[src/rtl/spi_fe_pkg.sv]
package spi_fe_pkg;

    typedef enum logic [3:0] {
        ST_IDLE, ST_OPC, ST_ADDR, ST_RD, ST_SRO,
        ST_SRI, ST_SRH, ST_WR, ST_DONE, ST_LOCK
    } fe_state_e;

    typedef enum logic [2:0] {
        CMD_WREN, CMD_WRDI, CMD_RDSR, CMD_WRSR, CMD_READ, CMD_WRITE, CMD_BAD
    } fe_cmd_e;

    function automatic fe_cmd_e decode_op(input logic [7:0] b);
        fe_cmd_e c;
        if (b[7:4] != 4'h0) begin
            c = CMD_BAD;
        end else begin
            unique case (b[2:0])
                3'b110:  c = CMD_WREN;
                3'b100:  c = CMD_WRDI;
                3'b101:  c = CMD_RDSR;
                3'b001:  c = CMD_WRSR;
                3'b011:  c = CMD_READ;
                3'b010:  c = CMD_WRITE;
                default: c = CMD_BAD;
            endcase
        end
        return c;
    endfunction

endpackage

[src/rtl/spi_fe_pins.sv]
module spi_fe_pins (
    input  logic clk,
    input  logic rst_n,
    input  logic sck,
    input  logic cs_n,
    input  logic hold_n,
    output logic sck_rise,
    output logic sck_fall,
    output logic held
);
    logic sck_q;

    always_ff @(posedge clk or negedge rst_n) begin
        if (!rst_n) begin
            sck_q <= 1'b0;
            held  <= 1'b0;
        end else begin
            sck_q <= sck;
            if (cs_n)
                held <= 1'b0;
            else if (!sck)
                held <= !hold_n;
        end
    end

    assign sck_rise = !cs_n && !held && sck && !sck_q;
    assign sck_fall = !cs_n && !held && !sck && sck_q;


    hold_low_sck_chk: assert property (@(posedge clk) disable iff (!rst_n)
        $rose(held) |-> !$past(sck));

endmodule

[src/rtl/spi_fe_ctrl.sv]
module spi_fe_ctrl
    import spi_fe_pkg::*;
#(
    parameter int ADDR_W = 16,
    parameter int PAGE_W = 7
) (
    input  logic              clk,
    input  logic              rst_n,
    input  logic              cs_n,
    input  logic              si,
    input  logic              sck_rise,
    input  logic              busy,
    output logic              tx_act,
    output logic              ld_req,
    output logic              ld_arr,
    output logic              arr_rd,
    output logic [ADDR_W-1:0] arr_addr,
    output logic              req_wren,
    output logic              req_wrdi,
    output logic              wr_vld,
    output logic [ADDR_W-1:0] wr_addr,
    output logic [7:0]        wr_data,
    output logic              wr_commit,
    output logic [7:0]        sr_data,
    output logic              sr_commit
);
    localparam logic [ADDR_W-1:0] ONE_A = 1;
    localparam logic [PAGE_W-1:0] ONE_P = 1;

    fe_state_e         st;
    logic [3:0]        bcnt;
    logic [14:0]       sh;
    logic [ADDR_W-1:0] addr;
    logic              is_rd;
    logic              got;

    logic        rise_done;
    logic [7:0]  in_byte;
    logic [15:0] in_word;
    fe_cmd_e     cmd;
    logic        opc_skip;

    always_comb begin
        in_byte   = {sh[6:0], si};
        in_word   = {sh, si};
        cmd       = decode_op(in_byte);
        rise_done = sck_rise && ((st == ST_ADDR) ? (bcnt == 4'd15) : (bcnt[2:0] == 3'd7));
        opc_skip  = busy && (cmd != CMD_RDSR);
        tx_act    = (st == ST_RD) || (st == ST_SRO);
    end

    // state register
    always_ff @(posedge clk or negedge rst_n) begin
        if (!rst_n) begin
            st    <= ST_IDLE;
            bcnt  <= '0;
            sh    <= '0;
            addr  <= '0;
            is_rd <= 1'b0;
            got   <= 1'b0;
        end else if (cs_n) begin
            st   <= ST_IDLE;
            bcnt <= '0;
            got  <= 1'b0;
        end else if (st == ST_IDLE) begin
            st   <= ST_OPC;
            bcnt <= '0;
        end else if (sck_rise) begin
            sh   <= {sh[13:0], si};
            bcnt <= rise_done ? 4'd0 : bcnt + 4'd1;
            unique case (st)
                ST_OPC: if (rise_done) begin
                    if (opc_skip) begin
                        st <= ST_DONE;
                    end else begin
                        unique case (cmd)
                            CMD_WREN, CMD_WRDI: st <= ST_DONE;
                            CMD_RDSR:  st <= ST_SRO;
                            CMD_WRSR:  st <= ST_SRI;
                            CMD_READ:  begin st <= ST_ADDR; is_rd <= 1'b1; end
                            CMD_WRITE: begin st <= ST_ADDR; is_rd <= 1'b0; end
                            default:   st <= ST_LOCK;
                        endcase
                    end
                end
                ST_ADDR: if (rise_done) begin
                    addr <= is_rd ? in_word[ADDR_W-1:0] + ONE_A : in_word[ADDR_W-1:0];
                    st   <= is_rd ? ST_RD : ST_WR;
                end
                ST_RD: if (rise_done) addr <= addr + ONE_A;
                ST_WR: if (rise_done) begin
                    addr <= {addr[ADDR_W-1:PAGE_W], addr[PAGE_W-1:0] + ONE_P};
                    got  <= 1'b1;
                end
                ST_SRI: if (rise_done) st <= ST_SRH;
                ST_SRH: st <= ST_DONE;
                default: ;
            endcase
        end
    end

    // registered outputs
    always_ff @(posedge clk or negedge rst_n) begin
        if (!rst_n) begin
            req_wren  <= 1'b0;
            req_wrdi  <= 1'b0;
            wr_vld    <= 1'b0;
            wr_commit <= 1'b0;
            sr_commit <= 1'b0;
            arr_rd    <= 1'b0;
            ld_req    <= 1'b0;
            ld_arr    <= 1'b0;
            arr_addr  <= '0;
            wr_addr   <= '0;
            wr_data   <= '0;
            sr_data   <= '0;
        end else begin
            req_wren  <= 1'b0;
            req_wrdi  <= 1'b0;
            wr_vld    <= 1'b0;
            wr_commit <= 1'b0;
            sr_commit <= 1'b0;
            arr_rd    <= 1'b0;
            ld_req    <= 1'b0;
            if (cs_n) begin
                wr_commit <= (st == ST_WR) && (bcnt == 4'd0) && got;
                sr_commit <= (st == ST_SRH);
            end else if (rise_done) begin
                unique case (st)
                    ST_OPC: if (!opc_skip) begin
                        req_wren <= (cmd == CMD_WREN);
                        req_wrdi <= (cmd == CMD_WRDI);
                        if (cmd == CMD_RDSR) begin
                            ld_req <= 1'b1;
                            ld_arr <= 1'b0;
                        end
                    end
                    ST_ADDR: if (is_rd) begin
                        arr_rd   <= 1'b1;
                        arr_addr <= in_word[ADDR_W-1:0];
                        ld_req   <= 1'b1;
                        ld_arr   <= 1'b1;
                    end
                    ST_RD: begin
                        arr_rd   <= 1'b1;
                        arr_addr <= addr;
                        ld_req   <= 1'b1;
                        ld_arr   <= 1'b1;
                    end
                    ST_SRO: begin
                        ld_req <= 1'b1;
                        ld_arr <= 1'b0;
                    end
                    ST_WR: begin
                        wr_vld  <= 1'b1;
                        wr_addr <= addr;
                        wr_data <= in_byte;
                    end
                    ST_SRI: sr_data <= in_byte;
                    default: ;
                endcase
            end
        end
    end


    cs_idle_chk: assert property (@(posedge clk) disable iff (!rst_n)
        cs_n |=> (st == ST_IDLE));


    lock_stay_chk: assert property (@(posedge clk) disable iff (!rst_n)
        (st == ST_LOCK && !cs_n) |=> (st == ST_LOCK));


    busy_gate_chk: assert property (@(posedge clk) disable iff (!rst_n)
        (st == ST_OPC && !cs_n && rise_done && opc_skip)
            |=> (st == ST_DONE && !req_wren && !req_wrdi));


    strobe_excl_chk: assert property (@(posedge clk) disable iff (!rst_n)
        $onehot0({req_wren, req_wrdi, wr_vld, arr_rd, wr_commit, sr_commit}));

endmodule

[src/rtl/spi_fe_tx.sv]
module spi_fe_tx (
    input  logic       clk,
    input  logic       rst_n,
    input  logic       cs_n,
    input  logic       sck_fall,
    input  logic       ld_req,
    input  logic       ld_arr,
    input  logic       arr_rd,
    input  logic [7:0] arr_data,
    input  logic [7:0] stat_byte,
    output logic       so
);
    logic       rd_pend;
    logic [7:0] nxt;
    logic       pend_ld;
    logic       pend_arr;
    logic [7:0] osh;

    always_ff @(posedge clk or negedge rst_n) begin
        if (!rst_n) begin
            rd_pend  <= 1'b0;
            nxt      <= '0;
            pend_ld  <= 1'b0;
            pend_arr <= 1'b0;
            osh      <= '0;
        end else begin
            rd_pend <= arr_rd;
            if (rd_pend)
                nxt <= arr_data;
            if (cs_n) begin
                pend_ld <= 1'b0;
            end else if (ld_req) begin
                pend_ld  <= 1'b1;
                pend_arr <= ld_arr;
            end else if (sck_fall) begin
                if (pend_ld) begin
                    osh     <= pend_arr ? nxt : stat_byte;
                    pend_ld <= 1'b0;
                end else begin
                    osh <= {osh[6:0], 1'b0};
                end
            end
        end
    end

    assign so = osh[7];


    fetch_before_load_chk: assert property (@(posedge clk) disable iff (!rst_n)
        (sck_fall && pend_ld && pend_arr) |-> !rd_pend);

endmodule

[src/rtl/spi_mem_frontend.sv]
module spi_mem_frontend #(
    parameter int ADDR_W = 16,
    parameter int PAGE_W = 7
) (
    input  logic              clk,
    input  logic              rst_n,
    input  logic              sck,
    input  logic              cs_n,
    input  logic              si,
    input  logic              hold_n,
    output logic              so,
    output logic              so_en,
    input  logic              busy,
    input  logic [7:0]        stat_byte,
    output logic              arr_rd,
    output logic [ADDR_W-1:0] arr_addr,
    input  logic [7:0]        arr_data,
    output logic              req_wren,
    output logic              req_wrdi,
    output logic              wr_vld,
    output logic [ADDR_W-1:0] wr_addr,
    output logic [7:0]        wr_data,
    output logic              wr_commit,
    output logic [7:0]        sr_data,
    output logic              sr_commit
);
    logic sck_rise, sck_fall, held;
    logic tx_act, ld_req, ld_arr;

    spi_fe_pins u_pins (
        .clk      (clk),
        .rst_n    (rst_n),
        .sck      (sck),
        .cs_n     (cs_n),
        .hold_n   (hold_n),
        .sck_rise (sck_rise),
        .sck_fall (sck_fall),
        .held     (held)
    );

    spi_fe_ctrl #(.ADDR_W(ADDR_W), .PAGE_W(PAGE_W)) u_ctrl (
        .clk       (clk),
        .rst_n     (rst_n),
        .cs_n      (cs_n),
        .si        (si),
        .sck_rise  (sck_rise),
        .busy      (busy),
        .tx_act    (tx_act),
        .ld_req    (ld_req),
        .ld_arr    (ld_arr),
        .arr_rd    (arr_rd),
        .arr_addr  (arr_addr),
        .req_wren  (req_wren),
        .req_wrdi  (req_wrdi),
        .wr_vld    (wr_vld),
        .wr_addr   (wr_addr),
        .wr_data   (wr_data),
        .wr_commit (wr_commit),
        .sr_data   (sr_data),
        .sr_commit (sr_commit)
    );

    spi_fe_tx u_tx (
        .clk       (clk),
        .rst_n     (rst_n),
        .cs_n      (cs_n),
        .sck_fall  (sck_fall),
        .ld_req    (ld_req),
        .ld_arr    (ld_arr),
        .arr_rd    (arr_rd),
        .arr_data  (arr_data),
        .stat_byte (stat_byte),
        .so        (so)
    );

    assign so_en = tx_act && !held && !cs_n;


    held_quiet_chk: assert property (@(posedge clk) disable iff (!rst_n)
        (held && $past(held)) |-> !sck_rise && !sck_fall);

endmodule

[config.mk]
export PLATFORM = sky130hd
export DESIGN_NAME = spi_mem_frontend
export DESIGN_NICKNAME = d
export VERILOG_FILES = /design/src/rtl/spi_fe_pkg.sv /design/src/rtl/spi_fe_pins.sv /design/src/rtl/spi_fe_ctrl.sv /design/src/rtl/spi_fe_tx.sv /design/src/rtl/spi_mem_frontend.sv
export SDC_FILE = /design/constraint.sdc
export NUM_CORES = 1
export LEC_CHECK = 0
export ABC_AREA = 1
export BUFFER_PORTS_ARGS = -buffer_cell sky130_fd_sc_hd__buf_4
export CAP_MARGIN = 20
export CORE_ASPECT_RATIO = 0.5
export CORE_MARGIN = 1.5
export CORE_UTILIZATION = 40
export DETAILED_ROUTE_END_ITERATION = 10
export HOLD_SLACK_MARGIN = 0.06
export SETUP_SLACK_MARGIN = 0.1
export SYNTH_ARGS = -nofsm -noshare
export SYNTH_HDL_FRONTEND = slang
export SYNTH_SLANG_ARGS = --single-unit
[constraint.sdc]
create_clock -name clk -period 2.29 [get_ports clk]
set_clock_uncertainty 0.05 [all_clocks]
set_input_delay 0.1145 -clock clk [delete_from_list [all_inputs] [get_ports clk]]
set_output_delay 0.1145 -clock clk [all_outputs]
set_load 0.02 [all_outputs]
==> results_tabular.tex <==
\begin{tabular}{lr}
\hline
Metric & Value \\
\hline
\multicolumn{2}{l}{\textbf{Timing}} \\
\quad Final number of hold-violating endpoints & 0 \\
\quad Endpoints failing setup & 0 \\
\quad Worst hold slack & 62.4 ps \\
\quad Worst slew margin & 61.6\% \\
\quad Setup slack of the critical path after layout & 262 ps \\
\quad Max-slew violation total from the final report & 0 \\
\quad Measured slew at the worst slew-check pin & 571 ps \\
\quad Sum of negative setup slack & 0 ps \\
\quad Period utilisation layout & 88.6\% \\
\quad Max Fclk & 493 MHz \\
\quad Min Tclk post-route & 2030 ps \\
\quad Setup repair after global routing missed its margin & no \\
\multicolumn{2}{l}{\textbf{Setup path}} \\
\quad Data arrival time of the critical path & 1860 ps \\
\quad Reg2reg start & u\_ctrl.st[3] \\
\quad RR Endpoint & u\_ctrl.addr[14] \\
\quad Launching instance or port of the critical path & u\_ctrl.st[3] \\
\quad Critical path capture point & so\_en \\
\quad R2R cell count & 10 \\
\quad R2R setup slack & 290 ps \\
\quad Element type at the critical path start & flop \\
\quad Category of the critical setup timing path & reg2out \\
\quad Critical-path maximum fanout & 6 \\
\quad CP Data Required Time & 2130 ps \\
\quad Endpoint class of the critical path & output port \\
\multicolumn{2}{l}{\textbf{Pwr}} \\
\quad Leakage component of the power & 3.72 nW \\
\quad Cell area power density & 814 nW/um2 \\
\quad Highest ir drop seen on vdd & 0.486 mV \\
\quad Overall power consumption & 6.17 mW \\
\multicolumn{2}{l}{\textbf{Global routing}} \\
\quad Total track usage & 20.3\% \\
\quad Wire length of the first global-routing pass & 24800 um \\
\quad Overall overflow remaining after global route & 0 \\
\quad Largest net degree at the start of global routing & 71 \\
\quad Vias in the first global route & 4968 \\
\quad Initial antenna violation count & 0 \\
\multicolumn{2}{l}{\textbf{Layout}} \\
\quad Net count of the finished layout & 899 \\
\quad Antenna cell count & 0 \\
\quad Most common cell after layout, fill and taps aside & sky130\_fd\_sc\_hd\_\_nand2\_1 \\
\quad Synthesis-to-layout area growth & 26.8\% \\
\quad Ratio of cells with drive above 1 in the final layout & 15.9\% \\
\quad Commonest non-fill, non-tap cells in the layout & 209 x sky130\_fd\_sc\_hd\_\_nand2\_1, 118 x sky130\_fd\_sc\_hd\_\_dfrtp\_1, 117 x sky130\_fd\_sc\_hd\_\_o21ai\_0, 97 x sky130\_fd\_sc\_hd\_\_inv\_1, 85 x sky130\_fd\_sc\_hd\_\_buf\_4 \\
\quad Final instance area & 7580 um2 \\
\quad Final Util & 52.1\% \\
\quad Final standard cell count with taps included and fillers excluded & 1078 \\
\multicolumn{2}{l}{\textbf{Floorplan}} \\
\quad Y dimension of the die & 89.4 um \\
\quad Number of core rows & 31 \\
\quad I/O pin total & 79 \\
\quad Placeable core area & 14500 um2 \\
\quad Effective utilization at floorplan & 41.1\% \\
\quad Die Span X & 176 um \\
\quad Die area & 15700 um2 \\
\multicolumn{2}{l}{\textbf{Clock tree}} \\
\quad Root Buffer Master & sky130\_fd\_sc\_hd\_\_clkbuf\_16 \\
\quad H-Tree Level Count & 4 \\
\quad Clock latency of the later-clocked register in the worst-skew pair & 410 ps \\
\quad TritonCTS clock tree & done \\
\quad Clock-pin slew on the worst setup and hold paths & 60 ps \\
\quad Inserted Clock Buffers & 17 \\
\quad Number of clock sinks seen by CTS & 118 \\
\quad Clock buffer depth & 2 \\
\multicolumn{2}{l}{\textbf{Yosys}} \\
\quad Most instantiated flip-flop cell in the synthesis netlist & sky130\_fd\_sc\_hd\_\_dfrtp\_1 \\
\quad Proportion of synthesized chip area in sequential cells & 49.4\% \\
\quad Number of flops mapped to enable cells by yosys & 0 \\
\quad Cell variety after synth & 41 \\
\quad Average cell area after synthesis & 7.75 um2 \\
\quad Post-synthesis instance area & 5980 um2 \\
\quad YS warnings & 0 \\
\quad Synthesized Nets & 802 \\
\quad Async S/R FF share, synth & 100\% \\
\quad Gate count of the mapped netlist & 771 \\
\quad Register bit total from synthesis & 118 \\
\multicolumn{2}{l}{\textbf{Flow run}} \\
\quad Max capacitance violation total & 0 \\
\multicolumn{2}{l}{\textbf{Hold path}} \\
\quad HP Class & in2async \\
\multicolumn{2}{l}{\textbf{Detailed routing}} \\
\quad Routed length per instance & 14.1 um \\
\quad 1st-iter DRT viols & 384 \\
\quad Detailed Routing Iterations Pass 1 & 5 \\
\quad Total via count after detailed routing & 5416 \\
\quad Avg Vias per Cell & 5.02 \\
\quad Remaining number of nets flagged by the antenna check after routing & 0 \\
\quad Remaining DRCs & 0 \\
\quad Wire length after detailed routing & 15100 um \\
\multicolumn{2}{l}{\textbf{Placed design}} \\
\quad IO buf count & 78 \\
\quad Detailed placement HPWL & 10800 um \\
\quad Count of placed standard cells including taps & 1032 \\
\quad Weighted congestion reported at the end of routability-driven placement & 0.916 \\
\quad Worst slack after detailed placement & 256 ps \\
\quad Instance area after placement & 6800 um2 \\
\multicolumn{2}{l}{\textbf{Outcome}} \\
\quad Run status & finished, final reports clean \\
\hline
\end{tabular}
## logic make-up after synthesis
kind of cell | count (synthesis) | synth area share (%)
XOR/XNOR | 5 | 0.733
flip-flops | 118 | 49.4
AND/OR/NAND/NOR | 341 | 24.1
adder cells (fa/ha/maj) | 8 | 1.68
AO/OA/AOI/OAI | 169 | 15.2
multiplexers | 2 | 0.377
buffers and inverters | 128 | 8.54
## worst max-delay path, stage by stage, from the launching register on
cell and delay [ps]:
sky130_fd_sc_hd__dfrtp_1 430, sky130_fd_sc_hd__nor2_2 290, sky130_fd_sc_hd__inv_2 100, sky130_fd_sc_hd__nor2_4 190, sky130_fd_sc_hd__a21oi_1 120, sky130_fd_sc_hd__nor2_1 160
sky130_fd_sc_hd__buf_4 160
## flip-flops by register name (all words and copies together), names as in the netlist, 4 cells and up
name,cells
u_ctrl.addr,16
u_ctrl.arr_addr,16
u_ctrl.wr_addr,16
u_ctrl.sh,15
u_ctrl.sr_data,8
u_ctrl.wr_data,8
u_tx.nxt,8
u_tx.osh,8
u_ctrl.bcnt,4
u_ctrl.st,4
## cell usage after synthesis (2+ instances only)
cell type	number	area, um2
sky130_fd_sc_hd__nand3_1	38	190
sky130_fd_sc_hd__xnor2_1	2	17.5
sky130_fd_sc_hd__o22ai_1	3	18.8
sky130_fd_sc_hd__nand2_2	3	18.8
sky130_fd_sc_hd__nand2_1	209	785
sky130_fd_sc_hd__a31oi_1	7	43.8
sky130_fd_sc_hd__o21ai_1	12	60.1
sky130_fd_sc_hd__a21oi_1	16	80.1
sky130_fd_sc_hd__xor2_1	3	26.3
sky130_fd_sc_hd__inv_1	97	364
sky130_fd_sc_hd__nor3_1	6	30.0
sky130_fd_sc_hd__buf_2	7	35.0
sky130_fd_sc_hd__nand4_1	10	62.6
sky130_fd_sc_hd__mux2_2	2	22.5
sky130_fd_sc_hd__dfrtp_1	118	2950
sky130_fd_sc_hd__clkbuf_1	14	52.6
sky130_fd_sc_hd__nor2_1	61	229
sky130_fd_sc_hd__nor2_2	4	25.0
sky130_fd_sc_hd__o211ai_1	9	67.6
sky130_fd_sc_hd__inv_2	4	15.0
sky130_fd_sc_hd__o21ai_0	117	586
sky130_fd_sc_hd__ha_1	8	100
sky130_fd_sc_hd__buf_4	3	22.5
## cell type report
cell class                 count  area, um2
clock inverter                 6       88.8
sequential                   118       2950
multi-input combinational    525       2530
fill                        1382       6970
inverter                     103        389
tap                          198        248
clock buffer                  25        526
timing repair buffer         103        848
## worst min-delay path by stage
stage / to / slack [ps] / cells past startpoint
global placement: u_ctrl.sh[13] / -40 / 1
finish: u_ctrl.sh[13] / 60 / 2
CTS: u_ctrl.sh[13] / 60 / 2
detailed placement: u_ctrl.sh[13] / -30 / 1
global route: u_ctrl.sh[13] / 110 / 2
floorplan: u_ctrl.addr[0] / -230 / 0
## layer usage
layer	track usage, %	routed length (um)	up-vias
met5	0	0	-
met1	27.5	7270	2580
met2	33.1	7040	128
li1	-	-	2690
met4	7.30	178	0
met3	4.00	660	18
## where the power goes
group          total, mW  internal (mW)  switching (mW)  leakage (nW)
Sequential          2.34           2.20           0.141          1.48
Clock               2.74           1.80           0.940         0.298
Combinational       1.09          0.350           0.744          1.94
## what timing repair did
item                                    CTS  global route
endpoints found under the setup margin    0            10
hold buffers                             15             0
resized for setup                         0             2
hold endpoints to repair                136             0
setup buffers                             0             0
(Power assumes the default switching activity.)
